--- src/rtl/dac_ctrl_pkg.sv ---
package dac_ctrl_pkg;
  localparam int CODE_W  = 16;
  localparam int CMD_W   = 24;
  localparam int NUM_CH  = 2;
  localparam int RSV_HI  = 23;
  localparam int RSV_LO  = 22;
  localparam int LDB_BIT = 21;
  localparam int LDA_BIT = 20;
  localparam int SEL_BIT = 18;
  localparam int PM_HI   = 17;
  localparam int PM_LO   = 16;

  typedef enum logic [1:0] {
    PM_ON      = 2'b00,
    PM_PD_LOW  = 2'b01,
    PM_PD_HIGH = 2'b10,
    PM_HIZ     = 2'b11
  } pmode_e;

  function automatic logic is_parked(input pmode_e m);
    return m != PM_ON;
  endfunction

  // next staging code: a power-down request leaves the stored code alone
  function automatic logic [CODE_W-1:0] stage_code(input pmode_e m,
      input logic [CODE_W-1:0] data, input logic [CODE_W-1:0] old);
    return is_parked(m) ? old : data;
  endfunction
endpackage

--- src/rtl/dac_cmd_decode.sv ---
module dac_cmd_decode
  import dac_ctrl_pkg::*;
(
  input  logic                 cmd_valid,
  input  logic [CMD_W-1:0]     cmd_word,
  output logic                 wr_en,
  output logic                 wr_sel,
  output pmode_e               wr_mode,
  output logic [CODE_W-1:0]    wr_data,
  output logic [NUM_CH-1:0]    ld,
  output logic                 rsv_hit
);
  logic rsv_nz;

  always_comb begin
    rsv_nz  = |cmd_word[RSV_HI:RSV_LO];
    rsv_hit = cmd_valid && rsv_nz;
    wr_en   = cmd_valid && !rsv_nz;
    wr_sel  = cmd_word[SEL_BIT];
    wr_mode = pmode_e'(cmd_word[PM_HI:PM_LO]);
    wr_data = cmd_word[CODE_W-1:0];
    ld      = wr_en ? {cmd_word[LDB_BIT], cmd_word[LDA_BIT]} : '0;
  end
endmodule

--- src/rtl/dac_chan_slice.sv ---
module dac_chan_slice
  import dac_ctrl_pkg::*;
(
  input  logic              clk,
  input  logic              rst_n,
  input  logic              wr_en,
  input  pmode_e            wr_mode,
  input  logic [CODE_W-1:0] wr_data,
  input  logic              load,
  output logic [CODE_W-1:0] dac_code,
  output pmode_e            dac_mode,
  output logic              drive_en
);
  pmode_e            stg_mode, stg_mode_nx;
  logic [CODE_W-1:0] stg_code, stg_code_nx;

  always_comb begin
    stg_mode_nx = stg_mode;
    stg_code_nx = stg_code;
    if (wr_en) begin
      stg_mode_nx = wr_mode;
      stg_code_nx = stage_code(wr_mode, wr_data, stg_code);
    end
  end

  always_ff @(posedge clk) begin
    if (!rst_n) begin
      stg_mode <= PM_ON;
      stg_code <= '0;
      dac_mode <= PM_ON;
      dac_code <= '0;
    end else begin
      stg_mode <= stg_mode_nx;
      stg_code <= stg_code_nx;
      if (load) begin
        dac_mode <= stg_mode_nx;
        if (!is_parked(stg_mode_nx)) dac_code <= stg_code_nx;
      end
    end
  end

  assign drive_en = !is_parked(dac_mode);

  assert_hold_R2: assert property (@(posedge clk) disable iff (!rst_n)
    !load |=> ($stable(dac_code) && $stable(dac_mode)));
  assert_pdcode_R6: assert property (@(posedge clk) disable iff (!rst_n)
    (load && stg_mode_nx != PM_ON) |=> $stable(dac_code));
  assert_exit_R8: assert property (@(posedge clk) disable iff (!rst_n)
    (load && dac_mode != PM_ON && !(wr_en && wr_mode == PM_ON) && stg_mode != PM_ON)
      |=> dac_mode != PM_ON);
endmodule

--- src/rtl/dual_dac_ctrl.sv ---
module dual_dac_ctrl
  import dac_ctrl_pkg::*;
(
  input  logic              clk,
  input  logic              rst_n,
  input  logic              cmd_valid,
  input  logic [CMD_W-1:0]  cmd_word,
  output logic [CODE_W-1:0] code_a,
  output logic [CODE_W-1:0] code_b,
  output logic [1:0]        pwr_a,
  output logic [1:0]        pwr_b,
  output logic              drive_en_a,
  output logic              drive_en_b,
  output logic              rsv_err
);
  logic              wr_en, wr_sel, rsv_hit;
  pmode_e            wr_mode;
  logic [CODE_W-1:0] wr_data;
  logic [NUM_CH-1:0] ld;

  logic [CODE_W-1:0] ch_code [NUM_CH];
  pmode_e            ch_mode [NUM_CH];
  logic [NUM_CH-1:0] ch_en;

  dac_cmd_decode u_dec (
    .cmd_valid (cmd_valid),
    .cmd_word  (cmd_word),
    .wr_en     (wr_en),
    .wr_sel    (wr_sel),
    .wr_mode   (wr_mode),
    .wr_data   (wr_data),
    .ld        (ld),
    .rsv_hit   (rsv_hit)
  );

  for (genvar ch = 0; ch < NUM_CH; ch++) begin : g_ch
    dac_chan_slice u_slice (
      .clk      (clk),
      .rst_n    (rst_n),
      .wr_en    (wr_en && (wr_sel == ch[0])),
      .wr_mode  (wr_mode),
      .wr_data  (wr_data),
      .load     (ld[ch]),
      .dac_code (ch_code[ch]),
      .dac_mode (ch_mode[ch]),
      .drive_en (ch_en[ch])
    );
  end

  always_ff @(posedge clk) begin
    if (!rst_n) rsv_err <= 1'b0;
    else if (rsv_hit) rsv_err <= 1'b1;
  end

  assign code_a     = ch_code[0];
  assign code_b     = ch_code[1];
  assign pwr_a      = ch_mode[0];
  assign pwr_b      = ch_mode[1];
  assign drive_en_a = ch_en[0];
  assign drive_en_b = ch_en[1];

  assert_errset_R9: assert property (@(posedge clk) disable iff (!rst_n)
    rsv_hit |=> rsv_err);
  assert_errsticky_R9: assert property (@(posedge clk) disable iff (!rst_n)
    rsv_err |=> rsv_err);
  assert_ignore_R9: assert property (@(posedge clk) disable iff (!rst_n)
    rsv_hit |=> ($stable(code_a) && $stable(code_b) && $stable(pwr_a) && $stable(pwr_b)));
  assert_idle_R11: assert property (@(posedge clk) disable iff (!rst_n)
    !cmd_valid |=> ($stable(code_a) && $stable(code_b) && $stable(pwr_a) && $stable(pwr_b)));
  assert_en_R7: assert property (@(posedge clk) disable iff (!rst_n)
    $rose(drive_en_a) |-> $past(ld[0]));
endmodule

--- config.mk ---
export PLATFORM = sky130hd
export DESIGN_NAME = dual_dac_ctrl
export DESIGN_NICKNAME = d
export VERILOG_FILES = /design/src/rtl/dac_ctrl_pkg.sv /design/src/rtl/dac_cmd_decode.sv /design/src/rtl/dac_chan_slice.sv /design/src/rtl/dual_dac_ctrl.sv
export SDC_FILE = /design/constraint.sdc
export NUM_CORES = 1
export LEC_CHECK = 0
export ABC_AREA = 1
export BUFFER_PORTS_ARGS = -buffer_cell sky130_fd_sc_hd__buf_4
export CELL_PAD_IN_SITES_DETAIL_PLACEMENT = 1
export CELL_PAD_IN_SITES_GLOBAL_PLACEMENT = 1
export CORE_MARGIN = 10
export CORE_UTILIZATION = 34
export DETAILED_ROUTE_END_ITERATION = 8
export PLACE_DENSITY = 0.8
export SLEW_MARGIN = 20
export SYNTH_ARGS = -nofsm -noshare
export SYNTH_HDL_FRONTEND = slang
export SYNTH_SLANG_ARGS = --single-unit
--- constraint.sdc ---
create_clock -name clk -period 1.37 [get_ports clk]
set_clock_uncertainty 0.1 [all_clocks]
set_input_delay 0.274 -clock clk [delete_from_list [all_inputs] [get_ports clk]]
set_output_delay 0.274 -clock clk [all_outputs]
set_load 0.03 [all_outputs]
==> flow_summary_export.csv <==
group,metric,value,unit
die,io_pins,66,
critical_path,cp_cell_sequence,"nor2_1 > buf_4",
cts,cts.hold.buffers_added,0,
global_route,number_of_antenna_violations_at_the_first_check_in_global_routing,0,
worst_hold_path,hold_class,"input pin to flip-flop",
synth,ys_warn_count,0,
placed_design,dp_hpwl,6580,µm
synth,yosys_register_bits,73,
synth,synthCells,504,
placed_design,place_worst_setup_slack,-0.351,ns
sta,fmaxAchievable,0.762,GHz
finish,final_net_count,605,
cts,clock_tree.buffer_depth,2,
sta,finalSetupViolCount,0,
pwr,switching_power,1.15,mW
critical_path,path_class,"flip-flop to primary output",
global_route,first_global_vias,3418,
sta,post-route-min-period,1.31,ns
die,floorplan_die_width,118,µm
finish,synthToLayoutAreaGrowth,28.4,%
finish,final.fill_count,1241,
die,core_area,9330,µm²
cts,tritoncts.num_buffers,9,
synth,syn_nets,531,
synth,synthesis.area,3280,µm²
critical_path,setup.worst_path.end_class,"primary output",
cts,clk_pin_slew,0.07,ns
sta,timing.max_slew.rel_slack,73.2,%
pwr,p_leak,2.08,nW
pwr,clockPowerShare,36.8,%
critical_path,critical-path-slowest-cell,"dfxtp_1",
critical_path,worst-endpoint-arrival,0.94,ns
sta,setup_slack,0.0568,ns
critical_path,setup.worst_path.start_class,"flip-flop",
cts,cts_tree,"done",
route,initialDrtViolationCount,114,
synth,post_synth.cell_area_avg,6.51,µm²
synth,netlist-cell-type-count,23,
finish,layout_common_cells,"nand2_1, nor2_1, buf_4, dfxtp_1, inv_1",
die,die_y,118,µm
run_status,outcome,"complete, no violations",
critical_path,critPathRequiredTime,1.00,ns
pwr,power-per-cell-area,1030,nW/µm²
route,drt_pass1_iterations,4,
critical_path,worst-path-max-fanout,3,
sta,tightestPinTransition,0.402,ns
pwr,swShare,26.6,%
route,drt-wirelength-per-cell,12.7,µm
finish,utilization,45.1,%
route,detailroute.via_count,3202,
route,totalWireLength,9030,µm
critical_path,crit_path_max_incr_delay,0.33,ns
finish,antenna-diode-count,0,
cts,cts_max_level,3,
sta,final_max_slew_viol_count,0,
die,start_util,35.2,%
placed_design,port_buffers,64,
cts,cts-root-buf,"clkbuf_8",
pwr,ir_worst_vdd,458,µV
global_route,grt_first_pass_wirelength,15300,µm
pwr,internal_power,3.18,mW
pwr,sequentialPowerShare,50.7,%
die,design.die.area,14000,µm²
synth,ys_seq_area_share,44.6,%
route,vias_per_cell,4.50,
cts,clkLatencyLatePin,0.34,ns
sta,final_min_period_over_clock_period,95.9,%
sta,timing.final.hold_violations,0,
global_route,grt_overflow_total,0,
global_route,grt_start_max_net_pins,38,
job,maxCapViolCount,0,
finish,layout_commonest_cell,"nand2_1",
cts,clkSinkCount,73,
finish,drive_gt1_share,22.0,%
pwr,power.combinational.fraction,12.5,%
placed_design,gpl.final_weighted_congestion,0.773,
die,rows,35,
route,postRouteAntennaNets,0,
route,route.detailed.drc,0,
global_route,grt.total_usage,13.0,%
[state kept, by name (all words and copies together), names as in the netlist]
name	cells
g_ch.u_slice.stg_mode	4
g_ch.u_slice.dac_code	32
rsv_err	1
g_ch.u_slice.stg_code	32
g_ch.u_slice.dac_mode	4
[worst max-delay path: cells and delay by family (launching register included)]
kind / cells / cell delay, ns
buf+inv: 1 / 0.16
flops: 1 / 0.33
simple gates: 1 / 0.10
[power groups by stage]
| stage | logic, mW | registers (mW) | clock network (mW) |
|---|---|---|---|
| finish | 0.541 | 2.19 | 1.59 |
| global route | 0.602 | 2.20 | 1.74 |
| CTS | 0.542 | 2.20 | 1.63 |
| detailed placement | 0.537 | 2.24 | 0 |
| global placement | 0.523 | 2.24 | 0 |
| floorplan | 0.239 | 2.32 | 0 |
[synth_stat cells]
cell / n / area share, %
a21oi_1: 3 / 0.46
buf_1: 4 / 0.46
buf_2: 7 / 1.1
buf_4: 2 / 0.46
buf_6: 5 / 1.7
clkbuf_1: 4 / 0.46
dfxtp_1: 73 / 45
inv_1: 55 / 6.3
inv_2: 13 / 1.5
nand2_1: 201 / 23
nand2_2: 3 / 0.57
nand3_1: 2 / 0.31
nand3_2: 3 / 0.92
nand3_4: 1 / 0.53
nand4_1: 6 / 1.1
nor2_1: 100 / 11
nor2_2: 3 / 0.57
nor2_4: 3 / 1.0
nor2_8: 1 / 0.61
o211ai_1: 4 / 0.92
o21ai_0: 1 / 0.15
o21ai_1: 2 / 0.31
o22ai_1: 8 / 1.5
[cells by family (layout without fill, tap and decap cells)]
kind of cell | count (synthesis) | count (layout) | synth area share, %
and+or+nand+nor | 323 | 324 | 40.1
buffers and inverters | 90 | 167 | 11.9
AOI/OAI and AO/OA | 18 | 18 | 3.36
DFF | 73 | 73 | 44.6
[metal layers]
metal / global-route usage [%] / share of wire [%]
met5: 0 / 0
met4: 3.48 / 0.93
met3: 4.38 / 5.6
met2: 22.5 / 49
met1: 15.0 / 44
[path summary, 6_finish.rpt]
kind,startpoint,end,slack (ns),cells after the start
max,g_ch[1].u_slice.dac_mode[0],drive_en_b,0.06,2
min,cmd_valid,rsv_err,0.19,3
max reg2reg,g_ch[0].u_slice.stg_mode[0],g_ch[0].u_slice.dac_code[10],0.12,7
min reg2reg,rsv_err,rsv_err,0.36,2
[timing repair]
| action | in CTS | in global routing |
|---|---|---|
| gates resized for setup | 1 | 3 |
| pin swaps | 0 | 3 |
| gates cloned | 0 | 1 |
| setup buffers | 0 | 1 |
| endpoints found under the setup margin | 2 | 9 |
[per-stage QoR]
step                instances  setup TNS [ns]  power, mW  instance area [µm²]  hold slack [ns]
global route              711         -0.0138       4.54                 4210            0.204
floorplan                 504          -0.204       2.55                 3290            0.359
global placement          694          -10.81       2.77                 3980            0.344
finish                    711               0       4.33                 4210            0.187
detailed placement        694          -12.73       2.78                 3980            0.358
CTS                       709               0       4.37                 4170            0.177
[final cells by class]
class                           instances  area, µm²  area share, %
Sequential cell                        73       1460           34.7
Multi-Input combinational cell        342       1450           34.5
Timing Repair Buffer                   84        697           16.6
Inverter                               68        255           6.06
Clock buffer                           13        169           4.01
Tap cell                              129        161           3.83
Clock inverter                          2       12.5          0.297
Note: power is estimated with default switching activity, not from simulation.
